## src/rtl/brk_pkg.sv

```systemverilog
package brk_pkg;
  localparam int ADDR_W = 2;
  localparam logic [ADDR_W-1:0] ADR_CTRL   = 2'd0;
  localparam logic [ADDR_W-1:0] ADR_COUNT  = 2'd1;
  localparam logic [ADDR_W-1:0] ADR_STATUS = 2'd2;
  localparam int CTRL_GATE_BIT = 0;
  localparam int CTRL_SEQ_BIT  = 2;
  localparam int ST_CLR_BIT    = 0;

  typedef struct packed {
    logic seq_mode;
    logic cnt_gate;
  } ctrl_t;
endpackage

```

## src/rtl/brk_regs.sv

```systemverilog
module brk_regs
  import brk_pkg::*;
#(
  parameter int DATA_W = 16,
  parameter int CNT_W  = 12
) (
  input  logic              clk,
  input  logic              rst_n,
  input  logic              wr_en,
  input  logic [ADDR_W-1:0] wr_addr,
  input  logic [DATA_W-1:0] wr_data,
  input  logic              dec_i,
  output ctrl_t             ctrl_o,
  output logic [CNT_W-1:0]  count_o,
  output logic              mode_change_o,
  output logic              clr_o
);
  localparam logic [CNT_W-1:0] ONE = {{(CNT_W-1){1'b0}}, 1'b1};

  logic wr_ctrl, wr_count;
  ctrl_t ctrl_q;
  logic [CNT_W-1:0] count_q;

  assign wr_ctrl  = wr_en && (wr_addr == ADR_CTRL);
  assign wr_count = wr_en && (wr_addr == ADR_COUNT);
  assign clr_o    = wr_en && (wr_addr == ADR_STATUS) && wr_data[ST_CLR_BIT];
  assign mode_change_o = wr_ctrl && (wr_data[CTRL_SEQ_BIT] != ctrl_q.seq_mode);

  always_ff @(posedge clk or negedge rst_n) begin
    if (!rst_n) begin
      ctrl_q <= '0;
    end else if (wr_ctrl) begin
      ctrl_q.seq_mode <= wr_data[CTRL_SEQ_BIT];
      ctrl_q.cnt_gate <= wr_data[CTRL_GATE_BIT];
    end
  end

  // software write has priority over the match-driven decrement
  always_ff @(posedge clk or negedge rst_n) begin
    if (!rst_n)        count_q <= '0;
    else if (wr_count) count_q <= wr_data[CNT_W-1:0];
    else if (dec_i)    count_q <= count_q - ONE;
  end

  assign ctrl_o  = ctrl_q;
  assign count_o = count_q;

  a_r11_write_wins: assert property (@(posedge clk) disable iff (!rst_n)
    wr_count |=> count_q == $past(wr_data[CNT_W-1:0]));
  a_r5_dec_step: assert property (@(posedge clk) disable iff (!rst_n)
    (dec_i && !wr_count) |=> count_q == $past(count_q) - ONE);
  a_r7_zero_holds: assert property (@(posedge clk) disable iff (!rst_n)
    (count_q == '0 && !wr_count) |=> count_q == '0);
endmodule

```

## src/rtl/brk_arm.sv

```systemverilog
module brk_arm
  import brk_pkg::*;
#(
  parameter int CNT_W = 12
) (
  input  logic             clk,
  input  logic             rst_n,
  input  ctrl_t            ctrl_i,
  input  logic [CNT_W-1:0] count_i,
  input  logic             match_a,
  input  logic             match_b,
  input  logic             mode_change_i,
  output logic             a_fire_o,
  output logic             b_fire_o,
  output logic             dec_o,
  output logic             armed_o
);
  logic armed_q, b_qual, count_last;

  assign b_qual     = match_b && (!ctrl_i.seq_mode || armed_q);
  assign count_last = (count_i[CNT_W-1:1] == '0);  // count is 0 or 1
  assign a_fire_o   = match_a && !ctrl_i.seq_mode;
  assign b_fire_o   = b_qual && (!ctrl_i.cnt_gate || count_last);
  assign dec_o      = b_qual && ctrl_i.cnt_gate && (count_i != '0);

  // mode change clears first, then a new A re-arms, then a B break disarms
  always_ff @(posedge clk or negedge rst_n) begin
    if (!rst_n)                          armed_q <= 1'b0;
    else if (mode_change_i)              armed_q <= 1'b0;
    else if (ctrl_i.seq_mode && match_a) armed_q <= 1'b1;
    else if (b_fire_o)                   armed_q <= 1'b0;
  end

  assign armed_o = armed_q;

  a_r9_mode_change_disarms: assert property (@(posedge clk) disable iff (!rst_n)
    mode_change_i |=> !armed_q);
  a_r9_break_disarms: assert property (@(posedge clk) disable iff (!rst_n)
    (b_fire_o && ctrl_i.seq_mode && !match_a && !mode_change_i) |=> !armed_q);
  a_r8_no_a_break_seq: assert property (@(posedge clk) disable iff (!rst_n)
    (ctrl_i.seq_mode && !armed_q) |-> !(b_fire_o || dec_o));
endmodule

```

## src/rtl/brk_latch.sv

```systemverilog
module brk_latch (
  input  logic clk,
  input  logic rst_n,
  input  logic a_fire_i,
  input  logic b_fire_i,
  input  logic clr_i,
  output logic brk_o,
  output logic cause_a_o,
  output logic cause_b_o
);
  logic brk_q, ca_q, cb_q;

  // set beats clear
  always_ff @(posedge clk or negedge rst_n) begin
    if (!rst_n) begin
      brk_q <= 1'b0;
      ca_q  <= 1'b0;
      cb_q  <= 1'b0;
    end else begin
      brk_q <= (brk_q && !clr_i) || a_fire_i || b_fire_i;
      ca_q  <= (ca_q && !clr_i) || a_fire_i;
      cb_q  <= (cb_q && !clr_i) || b_fire_i;
    end
  end

  assign brk_o     = brk_q;
  assign cause_a_o = ca_q;
  assign cause_b_o = cb_q;

  a_r10_break_sticky: assert property (@(posedge clk) disable iff (!rst_n)
    (brk_q && !clr_i) |=> brk_q);
  a_r4_fire_sets: assert property (@(posedge clk) disable iff (!rst_n)
    (a_fire_i || b_fire_i) |=> brk_q);
  a_r10_cause_implies_break: assert property (@(posedge clk) disable iff (!rst_n)
    (ca_q || cb_q) |-> brk_q);
endmodule

```

## src/rtl/brk_seq_unit.sv

```systemverilog
module brk_seq_unit
  import brk_pkg::*;
#(
  parameter int DATA_W = 16,
  parameter int CNT_W  = 12
) (
  input  logic              clk,
  input  logic              rst_n,
  input  logic              match_a,
  input  logic              match_b,
  input  logic              wr_en,
  input  logic [1:0]        wr_addr,
  input  logic [DATA_W-1:0] wr_data,
  input  logic [1:0]        rd_addr,
  output logic [DATA_W-1:0] rd_data,
  output logic              break_o
);
  localparam int PAD_W = DATA_W - CNT_W;

  ctrl_t ctrl;
  logic [CNT_W-1:0] count;
  logic mode_change, clr, a_fire, b_fire, dec, armed, cause_a, cause_b;

  brk_regs #(.DATA_W(DATA_W), .CNT_W(CNT_W)) u_regs (
    .clk(clk), .rst_n(rst_n), .wr_en(wr_en), .wr_addr(wr_addr),
    .wr_data(wr_data), .dec_i(dec), .ctrl_o(ctrl), .count_o(count),
    .mode_change_o(mode_change), .clr_o(clr)
  );

  brk_arm #(.CNT_W(CNT_W)) u_arm (
    .clk(clk), .rst_n(rst_n), .ctrl_i(ctrl), .count_i(count),
    .match_a(match_a), .match_b(match_b), .mode_change_i(mode_change),
    .a_fire_o(a_fire), .b_fire_o(b_fire), .dec_o(dec), .armed_o(armed)
  );

  brk_latch u_latch (
    .clk(clk), .rst_n(rst_n), .a_fire_i(a_fire), .b_fire_i(b_fire),
    .clr_i(clr), .brk_o(break_o), .cause_a_o(cause_a), .cause_b_o(cause_b)
  );

  always_comb begin
    rd_data = '0;
    unique case (rd_addr)
      ADR_CTRL: begin
        rd_data[CTRL_GATE_BIT] = ctrl.cnt_gate;
        rd_data[CTRL_SEQ_BIT]  = ctrl.seq_mode;
      end
      ADR_COUNT:  rd_data = {{PAD_W{1'b0}}, count};
      ADR_STATUS: rd_data[2:0] = {armed, cause_b, cause_a};
      default:    rd_data = '0;
    endcase
  end

  a_r12_spare_reads_zero: assert property (@(posedge clk) disable iff (!rst_n)
    (rd_addr == 2'd3) |-> rd_data == '0);
endmodule

```

## config.mk

```make
export PLATFORM = sky130hd
export DESIGN_NAME = brk_seq_unit
export DESIGN_NICKNAME = d
export VERILOG_FILES = /design/src/rtl/brk_pkg.sv /design/src/rtl/brk_regs.sv /design/src/rtl/brk_arm.sv /design/src/rtl/brk_latch.sv /design/src/rtl/brk_seq_unit.sv
export SDC_FILE = /design/constraint.sdc
export NUM_CORES = 1
export LEC_CHECK = 0
export BUFFER_PORTS_ARGS = -buffer_cell sky130_fd_sc_hd__buf_2
export CORE_UTILIZATION = 44
export CTS_CLUSTER_SIZE = 14
export DETAILED_ROUTE_END_ITERATION = 8
export PLACE_DENSITY = 0.85
export SYNTH_ARGS = -nofsm -noshare
export SYNTH_HDL_FRONTEND = slang
export SYNTH_HIERARCHICAL = 1
export SYNTH_SLANG_ARGS = --single-unit
```

## constraint.sdc

```tcl
create_clock -name clk -period 1.6 [get_ports clk]
set_input_delay 0.08 -clock clk [delete_from_list [all_inputs] [get_ports clk]]
set_output_delay 0.08 -clock clk [all_outputs]
set_load 0.01 [all_outputs]
```

==> impl_results.md <==
* # clock sinks at 18
* Initial core utilization at 0.475
* Clk_lat worst skew at around 0.30 ns
* Residual DRC at 0
* Final WS setup at -0.253 ns
* Status: finished with violations
* Leak pwr at 0.772 nW
* Vias in the first global route at 1123
* Final setup violating endpoints at 12
* Post-synth cell types at 35
* Gr usage total at 0.269
* Rows at 18
* # fillers at between 150 and 200
* Placed Cells at ~210
* Largest net degree at the start of global routing at 19
* Pwr per Cell Area at 1090 nW/um^2
* CP max FO at 4
* Synth cell count leaders: 19 x nor2_1, 18 x dfrtp_1, 13 x a21oi_1
* Final std cells w/o fill at about 220
* Most frequent cell after synthesis: nor2_1
* Total number of vias at around 1.2k
* FMAX at between 500 and 600 MHz
* Initial antenna violation count at 0
* DP Area at around 1500 sq um
* # IOs at 42
* GRT Residual Overflow at 0
* Post-route cell area at 1680 sq um
* Register area share after synthesis at 0.372
* Critical path launch point type: flop
* Failing checks: negative setup slack
* Final hold vios at 0
* Syn Inst Count at 129
* Syn Area/Cell at around 9.4 sq um
* Crit path max-delay family: simple AND/OR/NAND/NOR gates
* Vert. Die Dim at between 50 and 60 microns
* Worst IR Drop VDD at about 700 uV
* Share of the synthesized area in the top cell type at 0.372
* CTS tree: yes
* Synth area leader: dfrtp_1
* CP arrival at roughly 2 ns
* Async SR Flop Fraction at 1.00
* CTS root buf: clkbuf_4
* Hold Crit Class: input port to flop
* Initial drt markers at 87
* Max-cap viol count at 0
* Fin crit share at 1.16
* Nets at 219
* Die W at approximately 54 microns
* CP max stage delay at between 0.4 and 0.5 ns
* Clk slew on worst S/H paths at approximately 0.11 ns
* Ant. Diodes at 0
* Gp weighted congestion at between 0.7 and 0.8
* Global-route wire length before repair at approximately 5400 microns
* Area delta synth->final at 39.0%
* Routed Antenna Nets at 0
* Slew Limit Fails at 0
* Dpl hpwl at between 2000 and 2500 microns
* CP bufs+invs at 1
* Number of port buffers at 33
* CTS Buffer Depth at 2
* Core area at roughly 2500 sq um
* Main flop type after synthesis: dfrtp_1
* Die ar. at between 2000 and 3000 sq um
* Slowest CP cell: dfrtp_1
* #FFs+latches synth at 18
* H-tree level count at 1
* WL per Instance at between 15 and 20 microns
* Pre-CTS WS at -0.196 ns
* Tot Pwr at ~1.8 mW
* DRT Pass-1 Iters at 4
* Final wirelength at 3680 microns
* Post-synth EDFFs at 0
* RSZ-0062 raised after global routing: yes
* Synthesis Warnings at 6
* Synth top area cells: dfrtp_1 37%, nor2_1 5.9%, xor2_1 5.8%
* Setup CP Type: flop to flop
* Via density at 5.72
* Critical path cell sequence: inv_2 -> o211ai_1 -> o21ba_4 -> or3b_4 -> nor4_4 -> xnor2_1 -> a21oi_1
* Cts bufs inserted at 3
* Syn Std Cell Area at 1210 sq um
* Fin crit period at approximately 1.9 ns
* Ratio of cells with drive above 1 in the final layout at 0.479
* Setup Skew at 0.00544 ns
* Critical Path End Type: flop
* CP required at around 1.8 ns
## final cells by class
type	count	area (sq um)	area share
well taps	30	37.5	0.0223
clock buffers	4	26.3	0.0156
inverters	7	26.3	0.0156
flip-flops and latches	18	453	0.269
repair buffers	59	373	0.222
multi-input cells	100	766	0.455
## per-layer routing
metal,vias to the layer above,part of all wire,GRT usage
met5,-,0,0
met3,17,0.072,0.0361
met4,0,0.039,0.150
met2,79,0.51,0.453
li1,554,-,-
met1,596,0.38,0.326
## repair_timing
action / CTS / global route
endpoints found under the setup margin: 11 / 16
resized for setup: 9 / 9
pin swaps: 11 / 13
setup buffers: 4 / 3
endpoints found under the hold margin: 19 / 0
hold buffers: 2 / 0
## metrics by stage
step	hold WS (ns)	utilization	TNS, ns
6_report	0.0213	0.661	-2.15
2_1_floorplan	-0.216	-	-0.756
5_1_grt	0.0238	0.661	-2.90
3_3_place_gp	0.0298	0.604	-0.680
4_1_cts	0.0234	0.649	-1.32
3_5_place_dp	0.0347	0.604	-1.25
## where the power goes
part           total, mW  internal [mW]  switching [mW]
registers          0.683          0.575           0.107
logic              0.898          0.436           0.462
clock network      0.247         0.0972           0.150
## sequential cells by signal (all words and copies together) (netlist names)
| name | cells |
|---|---|
| u_regs/count_o | 12 |
| u_arm/armed_o | 1 |
| u_latch/cause_b_o | 1 |
| u_regs/ctrl_o | 2 |
| u_latch/cause_a_o | 1 |
| u_latch/brk_o | 1 |
## placed cells by master, fill, tap and decap left out, drive strengths merged, types with 3 or more instances in the layout
cell type  count
buf           57
nor2          19
dfrtp         18
a21oi         13
and2          10
xor2           8
inv            7
ha             5
conb           4
clkbuf         4
nor4           4
nand2          4
xnor2          4
mux2           3
## worst reg2reg max path, stage by stage, from the launching register on
cell and delay [ns]:
dfrtp_1 0.41, inv_2 0.08, o211ai_1 0.12, o21ba_4 0.27, or3b_4 0.41, nor4_4 0.18, xnor2_1 0.16, a21oi_1 0.10
## worst paths after layout
path	startpoint	endpoint	slack, ns	cells after the start
max	u_regs/ctrl_o[1]	u_regs/count_o[5]	-0.25	7
min	wr_data[4]	u_regs/count_o[4]	0.02	3
max reg2reg	u_regs/ctrl_o[1]	u_regs/count_o[5]	-0.25	7
min reg2reg	u_latch/brk_o	u_latch/brk_o	0.50	1
max in group asynchronous	rst_n	u_regs/count_o[2]	1.04	2
min in group asynchronous	rst_n	u_regs/count_o[1]	0.24	2
## cells by family (layout without fill, tap and decap cells)
group,count (synthesis),count (layout),synth area share
compound gates,24,24,0.130
xor+xnor,12,12,0.0869
fa+ha+maj,5,5,0.0517
buf+inv,14,70,0.0621
flops,18,18,0.372
mux,3,3,0.0279
other cells,1,4,0.00310
simple gates,52,52,0.266
Note: power is estimated with default switching activity, not from simulation.
